`config.mk`:
```
export PLATFORM = sky130hd
export DESIGN_NAME = pci_cfg_hdr
export DESIGN_NICKNAME = d
export VERILOG_FILES = /design/src/rtl/pci_cfg_pkg.sv /design/src/rtl/pci_cfg_cmd.sv /design/src/rtl/pci_cfg_status.sv /design/src/rtl/pci_cfg_lat.sv /design/src/rtl/pci_cfg_hdr.sv
export SDC_FILE = /design/constraint.sdc
export NUM_CORES = 1
export LEC_CHECK = 0
export BUFFER_PORTS_ARGS = -buffer_cell sky130_fd_sc_hd__buf_2
export CELL_PAD_IN_SITES_DETAIL_PLACEMENT = 0
export CELL_PAD_IN_SITES_GLOBAL_PLACEMENT = 2
export CORE_ASPECT_RATIO = 1.1
export CORE_MARGIN = 3
export CORE_UTILIZATION = 13
export CTS_CLUSTER_DIAMETER = 50
export DETAILED_ROUTE_END_ITERATION = 7
export PLACE_DENSITY_LB_ADDON = 0.2
export SYNTH_ARGS = -nofsm -noshare
export SYNTH_HDL_FRONTEND = slang
export SYNTH_SLANG_ARGS = --single-unit
export TNS_END_PERCENT = 5
```
`constraint.sdc`:
```
create_clock -name clk -period 1.89 [get_ports clk]
set_clock_uncertainty 0.15 [all_clocks]
set_input_delay 0.0945 -clock clk [delete_from_list [all_inputs] [get_ports clk]]
set_output_delay 0.0945 -clock clk [all_outputs]
set_load 0.02 [all_outputs]
```
`src/rtl/pci_cfg_pkg.sv`:
```
package pci_cfg_pkg;

    localparam int DATA_W = 32;
    localparam int BE_W   = DATA_W / 8;

    localparam logic [15:0] CMD_FIXED     = 16'h0006;
    localparam int          CMD_PERR_BIT  = 6;
    localparam logic [15:0] STAT_FIXED    = 16'h0210;
    localparam logic [7:0]  CLASS_BRIDGE  = 8'h06;
    localparam logic [7:0]  SUBCLASS_HOST = 8'h00;
    localparam logic [7:0]  PROGIF_NONE   = 8'h00;

    typedef enum logic [1:0] {
        DW_ID      = 2'd0,
        DW_CMDSTAT = 2'd1,
        DW_CLASS   = 2'd2,
        DW_MISC    = 2'd3
    } hdr_dw_e;

    typedef struct packed {
        logic det_perr;    // status bit 15
        logic sig_mabort;  // status bit 13
        logic rcv_tabort;  // status bit 12
        logic data_perr;   // status bit 8
    } stat_flags_t;

    function automatic logic [15:0] pack_status(input stat_flags_t f);
        logic [15:0] s;
        s     = STAT_FIXED;
        s[15] = f.det_perr;
        s[13] = f.sig_mabort;
        s[12] = f.rcv_tabort;
        s[8]  = f.data_perr;
        return s;
    endfunction

    function automatic logic [15:0] pack_command(input logic perr_en);
        logic [15:0] c;
        c               = CMD_FIXED;
        c[CMD_PERR_BIT] = perr_en;
        return c;
    endfunction

    // Status byte (bits 15:8) as it lands in data bits 31:24 -> clear mask
    function automatic stat_flags_t w1c_mask(input logic [7:0] hi_byte);
        stat_flags_t m;
        m.det_perr   = hi_byte[7];
        m.sig_mabort = hi_byte[5];
        m.rcv_tabort = hi_byte[4];
        m.data_perr  = hi_byte[0];
        return m;
    endfunction

endpackage

```
`src/rtl/pci_cfg_cmd.sv`:
```
module pci_cfg_cmd (
    input  logic clk,
    input  logic rst,
    input  logic wr_en,
    input  logic wr_bit,
    output logic perr_en
);
    always_ff @(posedge clk) begin
        if (rst)        perr_en <= 1'b0;
        else if (wr_en) perr_en <= wr_bit;
    end
endmodule

```
`src/rtl/pci_cfg_status.sv`:
```
module pci_cfg_status
    import pci_cfg_pkg::*;
(
    input  logic        clk,
    input  logic        rst,
    input  stat_flags_t clr,
    input  stat_flags_t set,
    output stat_flags_t flags
);
    // set dominates a coincident clear
    always_ff @(posedge clk) begin
        if (rst) flags <= '0;
        else     flags <= (flags & ~clr) | set;
    end
endmodule

```
`src/rtl/pci_cfg_lat.sv`:
```
module pci_cfg_lat #(
    parameter int LAT_W = 5
) (
    input  logic             clk,
    input  logic             rst,
    input  logic             wr_en,
    input  logic [LAT_W-1:0] wr_val,
    output logic [7:0]       lat_byte
);
    localparam int LSB_W = 8 - LAT_W;

    logic [LAT_W-1:0] lat_q;

    always_ff @(posedge clk) begin
        if (rst)        lat_q <= '0;
        else if (wr_en) lat_q <= wr_val;
    end

    assign lat_byte = {lat_q, {LSB_W{1'b0}}};
endmodule

```
`src/rtl/pci_cfg_hdr.sv`:
```
module pci_cfg_hdr
    import pci_cfg_pkg::*;
#(
    parameter logic [15:0] VENDOR_ID = 16'h1D17,
    parameter logic [15:0] DEVICE_ID = 16'h0301,
    parameter logic [7:0]  REV_ID    = 8'h01,
    parameter int          IDX_W     = 6,
    parameter int          LAT_W     = 5
) (
    input  logic              clk,
    input  logic              rst,
    input  logic              cfg_we,
    input  logic [IDX_W-1:0]  cfg_idx,
    input  logic [BE_W-1:0]   cfg_be,
    input  logic [DATA_W-1:0] cfg_wdata,
    output logic [DATA_W-1:0] cfg_rdata,
    input  logic              ev_addr_perr,
    input  logic              ev_data_perr,
    input  logic              ev_initiator,
    input  logic              ev_mabort,
    input  logic              ev_tabort_rcvd,
    output logic [7:0]        lat_timer
);
    localparam int LAT_HI = 15;
    localparam int LAT_LO = LAT_HI - LAT_W + 1;

    logic        hit;
    hdr_dw_e     dw_sel;
    logic [BE_W-1:0] lane_wr;
    logic        perr_en;
    stat_flags_t stat_q;
    stat_flags_t stat_clr;
    stat_flags_t stat_set;

    assign hit    = (cfg_idx[IDX_W-1:2] == '0);
    assign dw_sel = hdr_dw_e'(cfg_idx[1:0]);

    for (genvar b = 0; b < BE_W; b++) begin : g_lane
        assign lane_wr[b] = cfg_we & hit & cfg_be[b];
    end

    pci_cfg_cmd u_cmd (
        .clk     (clk),
        .rst     (rst),
        .wr_en   (lane_wr[0] && dw_sel == DW_CMDSTAT),
        .wr_bit  (cfg_wdata[CMD_PERR_BIT]),
        .perr_en (perr_en)
    );

    always_comb begin
        stat_clr = '0;
        if (lane_wr[3] && dw_sel == DW_CMDSTAT)
            stat_clr = w1c_mask(cfg_wdata[31:24]);
        stat_set.det_perr   = ev_addr_perr | ev_data_perr;
        stat_set.sig_mabort = ev_mabort;
        stat_set.rcv_tabort = ev_tabort_rcvd;
        stat_set.data_perr  = ev_data_perr & ev_initiator & perr_en;
    end

    pci_cfg_status u_status (
        .clk   (clk),
        .rst   (rst),
        .clr   (stat_clr),
        .set   (stat_set),
        .flags (stat_q)
    );

    pci_cfg_lat #(.LAT_W(LAT_W)) u_lat (
        .clk      (clk),
        .rst      (rst),
        .wr_en    (lane_wr[1] && dw_sel == DW_MISC),
        .wr_val   (cfg_wdata[LAT_HI:LAT_LO]),
        .lat_byte (lat_timer)
    );

    always_comb begin
        cfg_rdata = '0;
        if (hit) begin
            unique case (dw_sel)
                DW_ID:      cfg_rdata = {DEVICE_ID, VENDOR_ID};
                DW_CMDSTAT: cfg_rdata = {pack_status(stat_q), pack_command(perr_en)};
                DW_CLASS:   cfg_rdata = {CLASS_BRIDGE, SUBCLASS_HOST, PROGIF_NONE, REV_ID};
                DW_MISC:    cfg_rdata = {16'h0000, lat_timer, 8'h00};
                default:    cfg_rdata = '0;
            endcase
        end
    end
endmodule

```
# [Yosys cells after proc, flatten, opt, wreduce, memory -nomap -nowiden]
# Cells that the tools add are included.
[totals] elab_cells=27 register_bits=10
[op_classes] bitwise=10 n_eq_ne=3 n_reduce_logical=5 mux=3
[ops] op="$pmux W32 S4" n=1
[ops] op="$mux W32" n=1
[ops] op="$and A1 B1 Y1" n=6
[ops] op="$and A4 B4 Y4" n=1
[ops] op="$eq A2 B2 Y1 const B" n=2
[ops] op="$logic_not A4 Y1" n=1
[ops] op="$mux W4" n=1
[ops] op="$not A4 Y4" n=1
[ops] op="$or A4 B4 Y4" n=1
[ops] op="$logic_and A1 B1 Y1" n=3
[ops] op="$eq A2 B1 Y1 const B" n=1
[ops] op="$logic_not A2 Y1" n=1
[ops] op="$or A1 B1 Y1" n=1

# [Longest topological paths before layout]
[depth] ltp_word=8 ltp_mapped=5

# [By module]
# From an unflattened synthesis, not the netlist that was laid out.
[hier_totals] hier_cells=104 hier_area_um2=768.2
[by_module_without_submodules] module="pci_cfg_hdr" area_each_um2=387.9 cells_each=65 instances=1
[by_module_without_submodules] module="pci_cfg_lat" area_each_um2=206.4 cells_each=20 instances=1
[by_module_without_submodules] module="pci_cfg_status" area_each_um2=140.1 cells_each=16 instances=1
[by_module_without_submodules] module="pci_cfg_cmd" area_each_um2=33.8 cells_each=3 instances=1

# [Worst setup path before layout]
# No wires, ideal clock.
[synth_path] path_type="input to output" start="in cfg_idx[5]" end="out cfg_rdata[10]" arrival_ns=1.827 slack_ns=-0.181 cell_stages=5 n_path_buf=3 cell_sequence="or4_1 clkbuf_2 clkbuf_1 nor3_1 buf_4"
[synth_between] elab_chain_cells=2
[synth_rtl] item="from (decl)" line="pci_cfg_hdr.sv:13" text="input logic [IDX_W-1:0] cfg_idx,"
[synth_rtl] item="$logic_not A4 Y1" line="pci_cfg_hdr.sv:35" text="assign hit = (cfg_idx[IDX_W-1:2] == '0);"
[synth_rtl] item="$mux W32" line="pci_cfg_hdr.sv:78" text="if (hit) begin"
[synth_rtl] item="to (decl)" line="pci_cfg_hdr.sv:16" text="output logic [DATA_W-1:0] cfg_rdata,"
# Every way passes these cells.

# [Worst setup path in the final report]
[layout_path] start="in cfg_idx[5]" end="out cfg_rdata[26]"
# The elaborated chain is that of the path after synthesis.

==> flow_metrics.py <==
metrics = {
    "run_status": {
        "outcome": "finished clean",
    },
    "routing": {
        "drtIter0Drc": 25,
        "drc": 0,
        "wl_per_cell_microns": 11.0,
        "wl_microns": 2480,
        "ant_nets": 0,
        "vias": 826,
        "vias_per_cell": 3.67,
        "dr.pass1.iters": 4,
    },
    "clock_tree": {
        "clockBufferDepth": 2,
        "cts.sinks": 10,
        "cts_tree": "built",
        "cts_buffers": 3,
        "cts_root_buf": "clkbuf_8",
        "clkTransAtPathRegs_ns": 0.05,
        "htreeDepth": 1,
        "clk_latency_ns": 0.23,
    },
    "floorplanning": {
        "io_pins": 90,
        "dieArea_sq_um": 6410,
        "dieWidth_microns": 76.6,
        "core_area_sq_um": 5170,
        "start_util_pct": 13.8,
        "row_count": 27,
        "die_h_microns": 83.7,
    },
    "cells_and_area": {
        "diodes": 0,
        "num-nets-final": 204,
        "fin_cells": 225,
        "fin_area_sq_um": 1140,
        "fin_util_pct": 22.0,
        "fillCellCount": 599,
        "drive_above_1_share_pct": 38.6,
        "final_cell_mix": "51 x buf_2, 15 x conb_1, 11 x dlygate4sd3_1",
        "layout_commonest_cell": "buf_2",
        "syn_to_final_growth_pct": 59.5,
    },
    "global_route": {
        "antenna_found_initial": 0,
        "grt_pass1_wl_microns": 3950,
        "gr-usage-all-layers_pct": 7.73,
        "grt_start_max_net_pins": 14,
        "grt_pass1_vias": 792,
        "overflow": 0,
    },
    "logic_synthesis": {
        "synth_warnings": 0,
        "syn_inst": 95,
        "synth_seq_cells": 10,
        "async_reset_ff_share_pct": 0,
        "synth_ff_type": "dfxtp_1",
        "ys_types": 23,
        "synth_area_sq_um": 713,
        "syn_avg_cell_area_sq_um": 7.51,
        "seq_area_frac_synth_pct": 28.1,
        "synth-edff-count": 0,
    },
    "critical_path": {
        "crit_top_cell": "buf_2",
        "worstSetupPathType": "input port to primary output",
        "cp-start-kind": "input port",
        "crit_path_max_incr_delay_ns": 0.66,
        "r2r_start": "u_cmd.perr_en",
        "cp_max_fo": 10,
        "path_cells": "buf_2 > or4_1 > buf_4 > nor2_1 > and2_1 > buf_2",
        "path_buf_inv": 3,
        "setup.worst_path.start": "cfg_idx[5]",
        "arrival_ns": 1.48,
        "critical-path-top-delay-family": "simple AND/OR/NAND/NOR gates",
        "critPathCaptureType": "primary output",
        "crit_required_ns": 1.65,
        "cp_slowest_cell": "or4_1",
    },
    "min_path": {
        "hold_path_class": "input port to flip-flop",
        "min-delay-start": "rst",
    },
    "power_and_ir_drop": {
        "irDropWorstVdd_mv": 0.167,
        "p_per_area_nw_per_um2": 535,
        "cellLeakagePower_uw": 0.000577,
    },
    "placement": {
        "hpwl_microns": 2100,
        "placed_cell_area_sq_um": 972,
        "gp_congestion": 0.700,
        "dp.cells": 210,
        "port_buffers": 51,
    },
    "timing": {
        "fmax_ghz": 0.580,
        "min_period_ns": 1.72,
        "rsz0062_at_grt": "no",
        "slew_viol_final": 0,
        "setup_viol": 0,
        "finalHoldWorstSlack_ns": 0.0255,
        "setup_tns_ns": 0,
        "hold_violations": 0,
        "min_period_over_period_pct": 91.2,
    },
    "flow_run": {
        "max-cap-violations": 0,
    },
}
worst register-to-register path, cell delays in order (launching register included):
cell	delay [ns]
dfxtp_1	0.38
nand3_1	0.09
a311oi_1	0.26
registers in the layout, summed over array words and instances, names as in the netlist:
signal	count
u_status.flags	4
u_lat.lat_q	5
u_cmd.perr_en	1
area by class of cell:
class,instances,area [sq um],share of cell area [%]
multi-input cells,72,397,34.9
well taps,72,90.1,7.92
inverters,2,7.51,0.660
repair buffers,65,388,34.1
flip-flops and latches,10,200,17.6
clock buffers,4,55.1,4.84
where the power goes:
part,switching [uW],internal [uW],leakage (uW)
registers,2.48,216,0.0000816
clock network,84.6,183,0.0000288
logic,74.3,47.3,0.000466
Yosys cell counts (2+ instances only):
cell type | count | area share, %
nand4_1 | 5 | 4.4
nor3_1 | 3 | 2.1
nand3_1 | 2 | 1.4
a21oi_1 | 8 | 5.6
a311oi_1 | 4 | 4.9
and3_1 | 7 | 6.1
buf_4 | 19 | 20
o31ai_1 | 6 | 6.3
clkbuf_1 | 4 | 2.1
inv_1 | 2 | 1.1
and2_1 | 4 | 3.5
nor2_1 | 10 | 5.3
dfxtp_1 | 10 | 28
nand2_1 | 2 | 1.1
repair_timing:
item	CTS	global route
hold buffers	11	0
gates resized for setup	0	0
endpoints found under the hold margin	9	0
buffers inserted	0	0
layer usage:
layer	vias up	track usage [%]	part of all wire [%]
li1	424	-	-
met1	355	8.16	39
met2	45	13.6	49
met3	2	4.21	11
met4	0	1.48	0.52
met5	-	0	0
through the flow:
stage,total power (uW),worst slack [ns]
after floorplan,309,0.0753
after global placement,326,0.139
after detailed placement,328,0.117
after CTS,619,0.130
after global routing,645,0.0361
final,608,0.167
final timing paths:
path | to | slack (ns) | cells after the start
worst max-delay path | cfg_rdata[26] | 0.17 | 6
worst min-delay path | u_lat.lat_q[2] | 0.03 | 2
worst max register to register | u_status.flags[0] | 0.92 | 2
worst min register to register | u_lat.lat_q[4] | 0.34 | 2
cells by family after synthesis:
| family | Yosys count | synth area share (%) |
|---|---|---|
| buffers and inverters | 27 | 24.4 |
| other | 1 | 0.526 |
| DFF | 10 | 28.1 |
| AOI/OAI and AO/OA | 19 | 17.7 |
| and+or+nand+nor | 38 | 29.3 |
Power figures use the tool's default switching activity.
